<file path="src/rtl/ata_pio_pkg.sv">
package ata_pio_pkg;
  typedef enum logic [1:0] {
    PH_IDLE    = 2'd0,
    PH_SETUP   = 2'd1,
    PH_STROBE  = 2'd2,
    PH_RECOVER = 2'd3
  } pio_phase_e;

  localparam int unsigned CTL_BLOCK_REG = 6;
endpackage

</file>
<file path="src/rtl/pio_phase_ctrl.sv">
module pio_phase_ctrl
  import ata_pio_pkg::*;
#(
  parameter int T1_W = 4,
  parameter int T2_W = 8,
  parameter int T3_W = 8
) (
  input  logic            clk,
  input  logic            rst_n,
  input  logic            start,
  input  logic [T1_W-1:0] setup_raw,
  input  logic [T2_W-1:0] strobe_raw,
  input  logic [T3_W-1:0] recov_raw,
  input  logic            iordy_en,
  input  logic            iordy,
  output pio_phase_e      phase,
  output logic            busy,
  output logic            capture
);
  localparam int W12   = (T1_W > T2_W) ? T1_W : T2_W;
  localparam int CNT_W = (W12 > T3_W) ? W12 : T3_W;

  pio_phase_e       phase_q, phase_d;
  logic [CNT_W-1:0] cnt_q, cnt_d;
  logic [CNT_W-1:0] len1_q, len2_q, len3_q;
  logic [CNT_W-1:0] eff1, eff2, eff3, len_cur;
  logic             last, hold, load_len;

  always_comb begin
    eff1 = (setup_raw  == '0) ? CNT_W'(1) : CNT_W'(setup_raw);
    eff2 = (strobe_raw == '0) ? CNT_W'(1) : CNT_W'(strobe_raw);
    eff3 = (recov_raw  == '0) ? CNT_W'(1) : CNT_W'(recov_raw);
    case (phase_q)
      PH_SETUP:   len_cur = len1_q;
      PH_STROBE:  len_cur = len2_q;
      PH_RECOVER: len_cur = len3_q;
      default:    len_cur = CNT_W'(1);
    endcase
    last     = (cnt_q == len_cur - CNT_W'(1));
    hold     = (phase_q == PH_STROBE) && iordy_en && !iordy;
    load_len = start && (phase_q == PH_IDLE);
  end

  always_comb begin
    phase_d = phase_q;
    cnt_d   = cnt_q;
    case (phase_q)
      PH_IDLE: begin
        if (start) begin
          phase_d = PH_SETUP;
          cnt_d   = '0;
        end
      end
      PH_SETUP: begin
        if (last) begin
          phase_d = PH_STROBE;
          cnt_d   = '0;
        end else begin
          cnt_d = cnt_q + CNT_W'(1);
        end
      end
      PH_STROBE: begin
        if (!hold) begin
          if (last) begin
            phase_d = PH_RECOVER;
            cnt_d   = '0;
          end else begin
            cnt_d = cnt_q + CNT_W'(1);
          end
        end
      end
      PH_RECOVER: begin
        if (last) begin
          phase_d = PH_IDLE;
          cnt_d   = '0;
        end else begin
          cnt_d = cnt_q + CNT_W'(1);
        end
      end
      default: phase_d = PH_IDLE;
    endcase
  end

  always_ff @(posedge clk or negedge rst_n) begin
    if (!rst_n) begin
      phase_q <= PH_IDLE;
      cnt_q   <= '0;
    end else begin
      phase_q <= phase_d;
      cnt_q   <= cnt_d;
    end
  end

  always_ff @(posedge clk or negedge rst_n) begin
    if (!rst_n) begin
      len1_q <= CNT_W'(1);
      len2_q <= CNT_W'(1);
      len3_q <= CNT_W'(1);
    end else if (load_len) begin
      len1_q <= eff1;
      len2_q <= eff2;
      len3_q <= eff3;
    end
  end

  assign phase   = phase_q;
  assign busy    = (phase_q != PH_IDLE);
  assign capture = (phase_q == PH_STROBE) && last && !hold;


  iordy_hold_chk: assert property (@(posedge clk) disable iff (!rst_n)
    (phase_q == PH_STROBE && iordy_en && !iordy) |=> (phase_q == PH_STROBE && $stable(cnt_q)));

  busy_end_chk: assert property (@(posedge clk) disable iff (!rst_n)
    (phase_q == PH_RECOVER && last) |=> (phase_q == PH_IDLE));

  cnt_bound_chk: assert property (@(posedge clk) disable iff (!rst_n)
    (phase_q != PH_IDLE) |-> (cnt_q < len_cur));
endmodule

</file>
<file path="src/rtl/pio_data_path.sv">
module pio_data_path
  import ata_pio_pkg::*;
#(
  parameter int DATA_W = 16,
  parameter int IDX_W  = 4,
  parameter int BUS_AW = 3
) (
  input  logic              clk,
  input  logic              rst_n,
  input  logic              accept,
  input  logic              acc_wr,
  input  logic [IDX_W-1:0]  acc_idx,
  input  logic [DATA_W-1:0] acc_wdata,
  input  logic              swap_en,
  input  logic              capture,
  input  logic [DATA_W-1:0] bus_din,
  output logic              is_wr,
  output logic [BUS_AW-1:0] bus_addr,
  output logic [1:0]        bus_cs_n,
  output logic [DATA_W-1:0] bus_dout,
  output logic [DATA_W-1:0] rd_data
);
  localparam int HALF = DATA_W / 2;

  logic              wr_q, wide_q;
  logic [BUS_AW-1:0] addr_q, addr_d;
  logic [1:0]        cs_q, cs_d;
  logic [DATA_W-1:0] dout_q, dout_d, rd_q, rd_d;
  logic              swap_q;
  logic              is_ctl, wide_d;
  logic [DATA_W-1:0] wswap, rswap;

  always_comb begin
    is_ctl = acc_idx[IDX_W-1];
    wide_d = (acc_idx == '0);
    addr_d = is_ctl ? BUS_AW'(CTL_BLOCK_REG) : acc_idx[BUS_AW-1:0];
    cs_d   = is_ctl ? 2'b01 : 2'b10;
    wswap  = {acc_wdata[HALF-1:0], acc_wdata[DATA_W-1:HALF]};
    if (wide_d) dout_d = swap_en ? wswap : acc_wdata;
    else        dout_d = {{HALF{1'b0}}, acc_wdata[HALF-1:0]};
    rswap  = {bus_din[HALF-1:0], bus_din[DATA_W-1:HALF]};
    if (wide_q) rd_d = swap_q ? rswap : bus_din;
    else        rd_d = {{HALF{1'b0}}, bus_din[HALF-1:0]};
  end

  always_ff @(posedge clk or negedge rst_n) begin
    if (!rst_n) begin
      wr_q   <= 1'b0;
      wide_q <= 1'b0;
      addr_q <= '0;
      cs_q   <= 2'b11;
      dout_q <= '0;
      swap_q <= 1'b0;
    end else if (accept) begin
      wr_q   <= acc_wr;
      wide_q <= wide_d;
      addr_q <= addr_d;
      cs_q   <= cs_d;
      dout_q <= dout_d;
      swap_q <= swap_en;
    end
  end

  always_ff @(posedge clk or negedge rst_n) begin
    if (!rst_n)                rd_q <= '0;
    else if (capture && !wr_q) rd_q <= rd_d;
  end

  assign is_wr    = wr_q;
  assign bus_addr = addr_q;
  assign bus_cs_n = cs_q;
  assign bus_dout = dout_q;
  assign rd_data  = rd_q;


  rd_hold_chk: assert property (@(posedge clk) disable iff (!rst_n)
    !(capture && !wr_q) |=> $stable(rd_data));
endmodule

</file>
<file path="src/rtl/ata_pio_engine.sv">
module ata_pio_engine
  import ata_pio_pkg::*;
#(
  parameter int DATA_W = 16,
  parameter int IDX_W  = 4,
  parameter int BUS_AW = 3,
  parameter int T1_W   = 4,
  parameter int T2_W   = 8,
  parameter int T3_W   = 8
) (
  input  logic                      clk,
  input  logic                      rst_n,
  input  logic                      cpu_wr,
  input  logic                      cpu_rd,
  input  logic [IDX_W-1:0]          cpu_addr,
  input  logic [DATA_W-1:0]         cpu_wdata,
  input  logic [T1_W+T2_W+T3_W-1:0] cfg_timing,
  input  logic                      cfg_iordy_en,
  input  logic                      cfg_swap,
  output logic                      host_busy,
  output logic [DATA_W-1:0]         rd_data,
  output logic [BUS_AW-1:0]         ata_addr,
  output logic [1:0]                ata_cs_n,
  output logic                      ata_rd_n,
  output logic                      ata_wr_n,
  output logic [DATA_W-1:0]         ata_dout,
  output logic                      ata_doe,
  input  logic [DATA_W-1:0]         ata_din,
  input  logic                      ata_iordy
);
  localparam int T2_LO = T1_W;
  localparam int T3_LO = T1_W + T2_W;

  pio_phase_e        phase;
  logic              busy, capture, accept, is_wr;
  logic [1:0]        cs_q;
  logic              in_strobe;

  assign accept = (cpu_wr || cpu_rd) && !busy;

  pio_phase_ctrl #(.T1_W(T1_W), .T2_W(T2_W), .T3_W(T3_W)) ctrl_i (
    .clk        (clk),
    .rst_n      (rst_n),
    .start      (accept),
    .setup_raw  (cfg_timing[T1_W-1:0]),
    .strobe_raw (cfg_timing[T2_LO +: T2_W]),
    .recov_raw  (cfg_timing[T3_LO +: T3_W]),
    .iordy_en   (cfg_iordy_en),
    .iordy      (ata_iordy),
    .phase      (phase),
    .busy       (busy),
    .capture    (capture)
  );

  pio_data_path #(.DATA_W(DATA_W), .IDX_W(IDX_W), .BUS_AW(BUS_AW)) dp_i (
    .clk       (clk),
    .rst_n     (rst_n),
    .accept    (accept),
    .acc_wr    (cpu_wr),
    .acc_idx   (cpu_addr),
    .acc_wdata (cpu_wdata),
    .swap_en   (cfg_swap),
    .capture   (capture),
    .bus_din   (ata_din),
    .is_wr     (is_wr),
    .bus_addr  (ata_addr),
    .bus_cs_n  (cs_q),
    .bus_dout  (ata_dout),
    .rd_data   (rd_data)
  );

  assign in_strobe = (phase == PH_STROBE);
  assign ata_wr_n  = !(in_strobe && is_wr);
  assign ata_rd_n  = !(in_strobe && !is_wr);
  assign ata_cs_n  = busy ? cs_q : 2'b11;
  assign ata_doe   = busy && is_wr;
  assign host_busy = busy;


  busy_rise_chk: assert property (@(posedge clk) disable iff (!rst_n)
    $rose(host_busy) |-> $past(cpu_wr || cpu_rd));

  strobe_excl_chk: assert property (@(posedge clk) disable iff (!rst_n)
    !(!ata_rd_n && !ata_wr_n));

  ignore_busy_chk: assert property (@(posedge clk) disable iff (!rst_n)
    (host_busy && (cpu_wr || cpu_rd)) |=> (!host_busy || $stable({ata_addr, ata_cs_n, ata_dout})));
endmodule

</file>
<file path="config.mk">
export PLATFORM = sky130hd
export DESIGN_NAME = ata_pio_engine
export DESIGN_NICKNAME = d
export VERILOG_FILES = /design/src/rtl/ata_pio_pkg.sv /design/src/rtl/pio_phase_ctrl.sv /design/src/rtl/pio_data_path.sv /design/src/rtl/ata_pio_engine.sv
export SDC_FILE = /design/constraint.sdc
export NUM_CORES = 1
export LEC_CHECK = 0
export ABC_AREA = 1
export BUFFER_PORTS_ARGS = -buffer_cell sky130_fd_sc_hd__buf_4
export CORE_UTILIZATION = 55
export CTS_BUF_LIST = sky130_fd_sc_hd__clkbuf_2 sky130_fd_sc_hd__clkbuf_4 sky130_fd_sc_hd__clkbuf_8
export CTS_CLUSTER_DIAMETER = 150
export DETAILED_ROUTE_END_ITERATION = 12
export PLACE_DENSITY = 0.88
export SLEW_MARGIN = 10
export SYNTH_ARGS = -nofsm -noshare
export SYNTH_HDL_FRONTEND = slang
export SYNTH_HIERARCHICAL = 1
export SYNTH_SLANG_ARGS = --single-unit
</file>
<file path="constraint.sdc">
create_clock -name clk -period 3.65 [get_ports clk]
set_input_delay 0.1825 -clock clk [delete_from_list [all_inputs] [get_ports clk]]
set_output_delay 0.1825 -clock clk [all_outputs]
set_load 0.005 [all_outputs]
</file>
# [After elaboration in Yosys (flattened, before gate mapping)]
# Cells that the tools add are included.
[classes] n_addsub=2 eq_ne=9 muxes=21 reduce_logical=26
[op_table] operator="16-bit two-way mux" n=4
[op_table] operator="8-bit case mux with 3 select lines" n=2
[op_table] operator="8-bit two-way mux" n=5
[op_table] operator="8-bit zero test" n=2
[op_table] operator="2-bit two-way mux" n=7
[op_table] operator="1-bit logical AND" n=10
[op_table] operator="8-bit by 1-bit adder with 8-bit output, second input constant" n=1
[op_table] operator="8-bit == test" n=1
[op_table] operator="4-bit zero test" n=2
[op_table] operator="2-bit by 1-bit inequality test with 1-bit output, second input constant" n=4
[op_table] operator="2-bit case mux with 4 select lines" n=1
[op_table] operator="8-bit by 1-bit subtractor with 8-bit output, second input constant" n=1
[op_table] operator="1-bit zero test" n=6
[op_table] operator="5-bit AND reduction" n=1
[op_table] operator="2-bit == test, second input constant" n=2
[op_table] operator="4-bit two-way mux" n=1
[op_table] operator="3-bit two-way mux" n=1
[op_table] operator="2-bit by 1-bit == test with 1-bit output, second input constant" n=1
[op_table] operator="2-bit zero test" n=1
[op_table] operator="2-bit inequality test, second input constant" n=1
[op_table] operator="2-bit AND reduction" n=1
[op_table] operator="2-bit nonzero test" n=1
[op_table] operator="2-bit OR reduction" n=1
[op_table] operator="1-bit logical OR" n=1
[word_totals] register_bits=74 input_bits=63 out_inout_bits=41 word_cells=70

# [Logic depth before layout (Yosys ltp)]
[logic_depth] depth_word=7 ltp_mapped=21 mapped_depth_nobuf=19

# [Modules after synthesis]
# Netlist, hierarchy kept.
[by_module_without_submodules] mod="pio_data_path" n_inst=1 cells_each=230 area_each_um2=2003.2 seq_area_each_um2=1003.5
[by_module_without_submodules] mod="pio_phase_ctrl" n_inst=1 cells_each=256 area_each_um2=1960.6 seq_area_each_um2=754.5
[by_module_without_submodules] mod="ata_pio_engine" n_inst=1 cells_each=11 area_each_um2=46.3 seq_area_each_um2=0.0

# [Worst setup path after synthesis]
# No wires, ideal clock.
[synth_path] kind="reg-to-reg" startpoint="reg ctrl_i.phase_q[0] (netlist: ctrl_i/phase[0])" endpoint="reg dp_i.rd_q[6] (netlist: dp_i/rd_data[6])" setup_time_ns=0.082 t_arrival_ns=2.582 t_required_ns=3.568 slack_ns=0.987 path_stages_with_launch=20 path_buffers=2 synth_period_minus_slack_ns=2.663 path_cell_list="dfrtp_1 > inv_1 > ha_1 > inv_4 > buf_6 > nand2_2 > ha_1 > xnor2_1 > nor2_1 > nand2_1 > nor2_1 > nand2_1 > nor2_4 > nand2_4 > nor3_1 > inv_2 > nor2_8 > buf_8 > nor2_1 > a31oi_1"
[synth_via] elab_chain_cells=7 word_cells_on_any_way=12 cone_classes="add/sub (1); eq/ne (4); mux (1); reduce/logical (6)"
[synth_rtl] element="from (decl)" line_no="pio_phase_ctrl.sv:23" rtl="pio_phase_e phase_q, phase_d;"
[synth_rtl] element="from (signal assigned)" line_no="pio_phase_ctrl.sv:89" rtl="phase_q <= phase_d;"
[synth_rtl] element="2-bit == test, or another cell as far along" line_no="pio_phase_ctrl.sv:33" rtl="case (phase_q)"
[synth_rtl] element="8-bit case mux with 3 select lines" line_no="pio_phase_ctrl.sv:33"
[synth_rtl] element="8-bit by 1-bit subtractor with 8-bit output" line_no="pio_phase_ctrl.sv:39" rtl="last = (cnt_q == len_cur - CNT_W'(1));"
[synth_rtl] element="8-bit == test" line_no="pio_phase_ctrl.sv:39"
[synth_rtl] element="1-bit logical AND" line_no="pio_phase_ctrl.sv:108" rtl="assign capture = (phase_q == PH_STROBE) && last && !hold;"
[synth_rtl] element="1-bit logical AND *" line_no="pio_phase_ctrl.sv:108"
[synth_rtl] element="via capture" line_no="ata_pio_engine.sv:35" rtl="logic busy, capture, accept, is_wr;"
[synth_rtl] element="1-bit logical AND *" line_no="pio_data_path.sv:66" rtl="else if (capture && !wr_q) rd_q <= rd_d;"
[synth_rtl] element="to (signal assigned)" line_no="pio_data_path.sv:66"
[synth_rtl] element="to (decl)" line_no="pio_data_path.sv:28" rtl="logic [DATA_W-1:0] dout_q, dout_d, rd_q, rd_d;"
# Mark *: on every way through the listed nets, which the timed path passes. The rest lies on a longest branch.
# A chain may end at the register's enable or synchronous reset.

# [Worst setup path after layout]
[layout_path] startpoint="reg ctrl_i.phase_q[1] (netlist: ctrl_i/phase[1])" endpoint="reg dp_i.rd_q[8] (netlist: dp_i/rd_data[8])"
# Same word-level chain as after synthesis.

==> results.cfg <==
[floorplan]
io_pins = 104
die_area_mm2 = 0.007636
die_h_um = 87.39
start_util = 0.5806
die_x_um = 87.39
num_rows = 30
core-area_mm2 = 0.006907

[final_layout]
drive_gt1_frac = 0.3056
fillers = 561
layout.nets = 666
syn2layout_area_growth_pct = 23.71
antennaDiodeCount = 0

[drt]
routed_wl_um = 10220
dr.pass1.iters = 5
drt_iter0_drc = 216
ant_nets = 0
drc = 0
wl_per_cell_um = 14.64
via_per_inst = 5.345
via_count = 3731

[synth]
synth_area_leaders = dfrtp_1, nand2_1, o21ai_0, nand3_1, inv_1
syn_avg_cell_area_um2 = 8.069
ys.warnings.count = 6
synth_most_common_cell = nand2_1
synth_top_area_cell = dfrtp_1
syn_inst = 497
postSynth.asyncResetShare = 1.000
synth_top_area_share = 0.4056
yosys-top-cells-count = nand2_1, dfrtp_1, o21ai_0
synth-main-ff-cell = dfrtp_1
ys_ff_latch = 70
yosysUniqueCellTypes = 37
syn_nets = 566
synth_edf_count = 0
seq_area_frac_synth = 0.4384
synth_area_mm2 = 0.004010

[worst_hold_path]
hp-class = input pin to register
hold_depth = 3

[critical_path]
ff2ff_path_depth = 18
crit_type = register to register
cp.required_ns = 3.90
endpoint_kind = register
cp.arrival_ns = 3.43
cp_max_fo = 19
cp-start-kind = register

[clock_network]
htree_num_levels = 3
cts_sinks = 70
cts_buffers = 9
clk_latency_ns = 0.34
cts_root_buf = clkbuf_8
clkSlewWorstSetupHoldPaths_ns = 0.07
ctsResizeCount = 0
clockBufferDepth = 2
cts_tree = built

[timing]
worst_slack_ns = 0.4749
finalHoldViolations = 0
rsz0062_at_grt = no
post-route-period-util = 0.8699
skew_ns = 0.01255
tightest_slew_ns = 0.8883
tns_ns = 0
finalWorstPathRequiredPeriod_ns = 3.175
report.final.slew_viol_count = 0
setup-violations-final = 0
fmax_mhz = 315.0
maxSlewHeadroom = 0.4078

[global_route]
grt_pass1_wl_um = 16940
antenna_found_initial = 0
first_global_vias = 3824
gr-total-overflow = 0
grt_util_all_layers = 0.2900
grt_max_degree = 71

[pwr]
ir_drop_mv = 0.5439
power_density_mw_per_mm2 = 789.8
leakagePower_nw = 2.598

[place]
place_hpwl_um = 7676
place_congestion = 0.8490
io_buffers = 103
dp_slack_ns = 0.4926

[flow_run]
drv_cap = 0

[run_status]
status = finished clean
-- cell usage in the layout, fill, tap and decap left out, types with 8 or more instances in the layout --
cell type	netlist	layout
a31oi_1	10	10
o21ai_2	8	8
o21ai_0	47	47
dfrtp_1	65	65
clkbuf_8	0	10
or2_2	8	8
nand2_2	14	14
nand3_1	36	36
nor2_1	28	28
inv_1	36	36
nand2_1	157	157
buf_4	3	104
-- critical path, cell delays in order (launching register included) --
cell and delay (ns):
dfrtp_1 0.44, inv_1 0.09, ha_1 0.24, inv_4 0.20, nand2_2 0.13, nor2_8 0.16
ha_1 0.26, xnor2_1 0.14, nor2_1 0.10, nand2_1 0.06, nor2_1 0.08, nand2_1 0.09
nor2_4 0.11, nand2_4 0.08, nor3_1 0.19, inv_2 0.15, nor2_8 0.24, nand2_2 0.14
o21ai_0 0.19
-- power breakdown --
| group | switching [mW] | total (mW) | internal, mW | leakage (nW) |
|---|---|---|---|---|
| combinational | 1.18 | 2.01 | 0.832 | 1.61 |
| clock | 0.279 | 0.556 | 0.277 | 0.0930 |
| sequential | 0.258 | 1.35 | 1.09 | 0.896 |
-- final timing paths --
| kind | start | to | slack, ns |
|---|---|---|---|
| worst min-delay path | cfg_timing[15] | ctrl_i/len3_q[3]$_DFFE_PN0P_ | 0.05 |
| worst max-delay path | ctrl_i/phase[1]$_DFFE_PN0P_ | dp_i/rd_data[8]$_DFFE_PN0P_ | 0.47 |
| min in group asynchronous | rst_n | ctrl_i/len2_q[1]$_DFFE_PN0P_ | 0.51 |
| max in group asynchronous | rst_n | dp_i/rd_data[8]$_DFFE_PN0P_ | 2.55 |
| worst min register to register | dp_i/bus_cs_n[1]$_DFFE_PN1P_ | dp_i/bus_cs_n[1]$_DFFE_PN1P_ | 0.47 |
| worst max register to register | ctrl_i/phase[1]$_DFFE_PN0P_ | dp_i/rd_data[8]$_DFFE_PN0P_ | 0.47 |
-- metrics by stage --
stage               hold WS, ns  power [mW]  area, µm²    util  instances
CTS                     0.03759       3.929       4961  0.7183        698
detailed placement       0.3548       3.362       4776  0.6915        681
floorplan               -0.1131       2.765       4010       -        497
global placement         0.3370       3.266       4776  0.6915        681
finish                  0.05326       3.918       4961  0.7183        698
global route            0.04646       4.244       4961  0.7183        698
-- timing repair --
action                    4_1_cts  5_1_grt
hold endpoints to repair       24        0
hold buffers                    1        0
setup buffers                   0        0
-- routing by layer --
metal / share of wire / track usage
met1: 0.39 / 0.3290
met5: 0 / 0
met2: 0.53 / 0.5192
met3: 0.060 / 0.07678
met4: 0.021 / 0.1118
-- state kept, by name, summed over array words and instances (netlist names) --
register       flops
dp_i/bus_dout     16
dp_i/rd_data      16
ctrl_i/cnt_q       8
ctrl_i/len2_q      8
ctrl_i/len3_q      8
ctrl_i/len1_q      4
dp_i/bus_addr      3
ctrl_i/phase       2
dp_i/bus_cs_n      2
dp_i/is_wr         1
dp_i/swap_q        1
dp_i/wide_q        1
-- logic make-up after synthesis --
logic type / Yosys count / synth area share
and+or+nand+nor: 272 / 0.3279
xor gates and xnor gates: 10 / 0.02559
buffers and inverters: 61 / 0.07644
AOI/OAI and AO/OA: 78 / 0.1129
adders and majority gates: 6 / 0.01872
DFF: 70 / 0.4384
-- cell type report --
class                           instances  area (µm²)  area share
Clock buffer                           12       152.6     0.03077
Multi-Input combinational cell        366        1946      0.3922
Inverter                               45       171.4     0.03455
Tap cell                               96       120.1     0.02421
Timing Repair Buffer                  105       790.8      0.1594
Sequential cell                        70        1758      0.3544
Clock inverter                          4       22.52    0.004540
(Power assumes the default switching activity.)
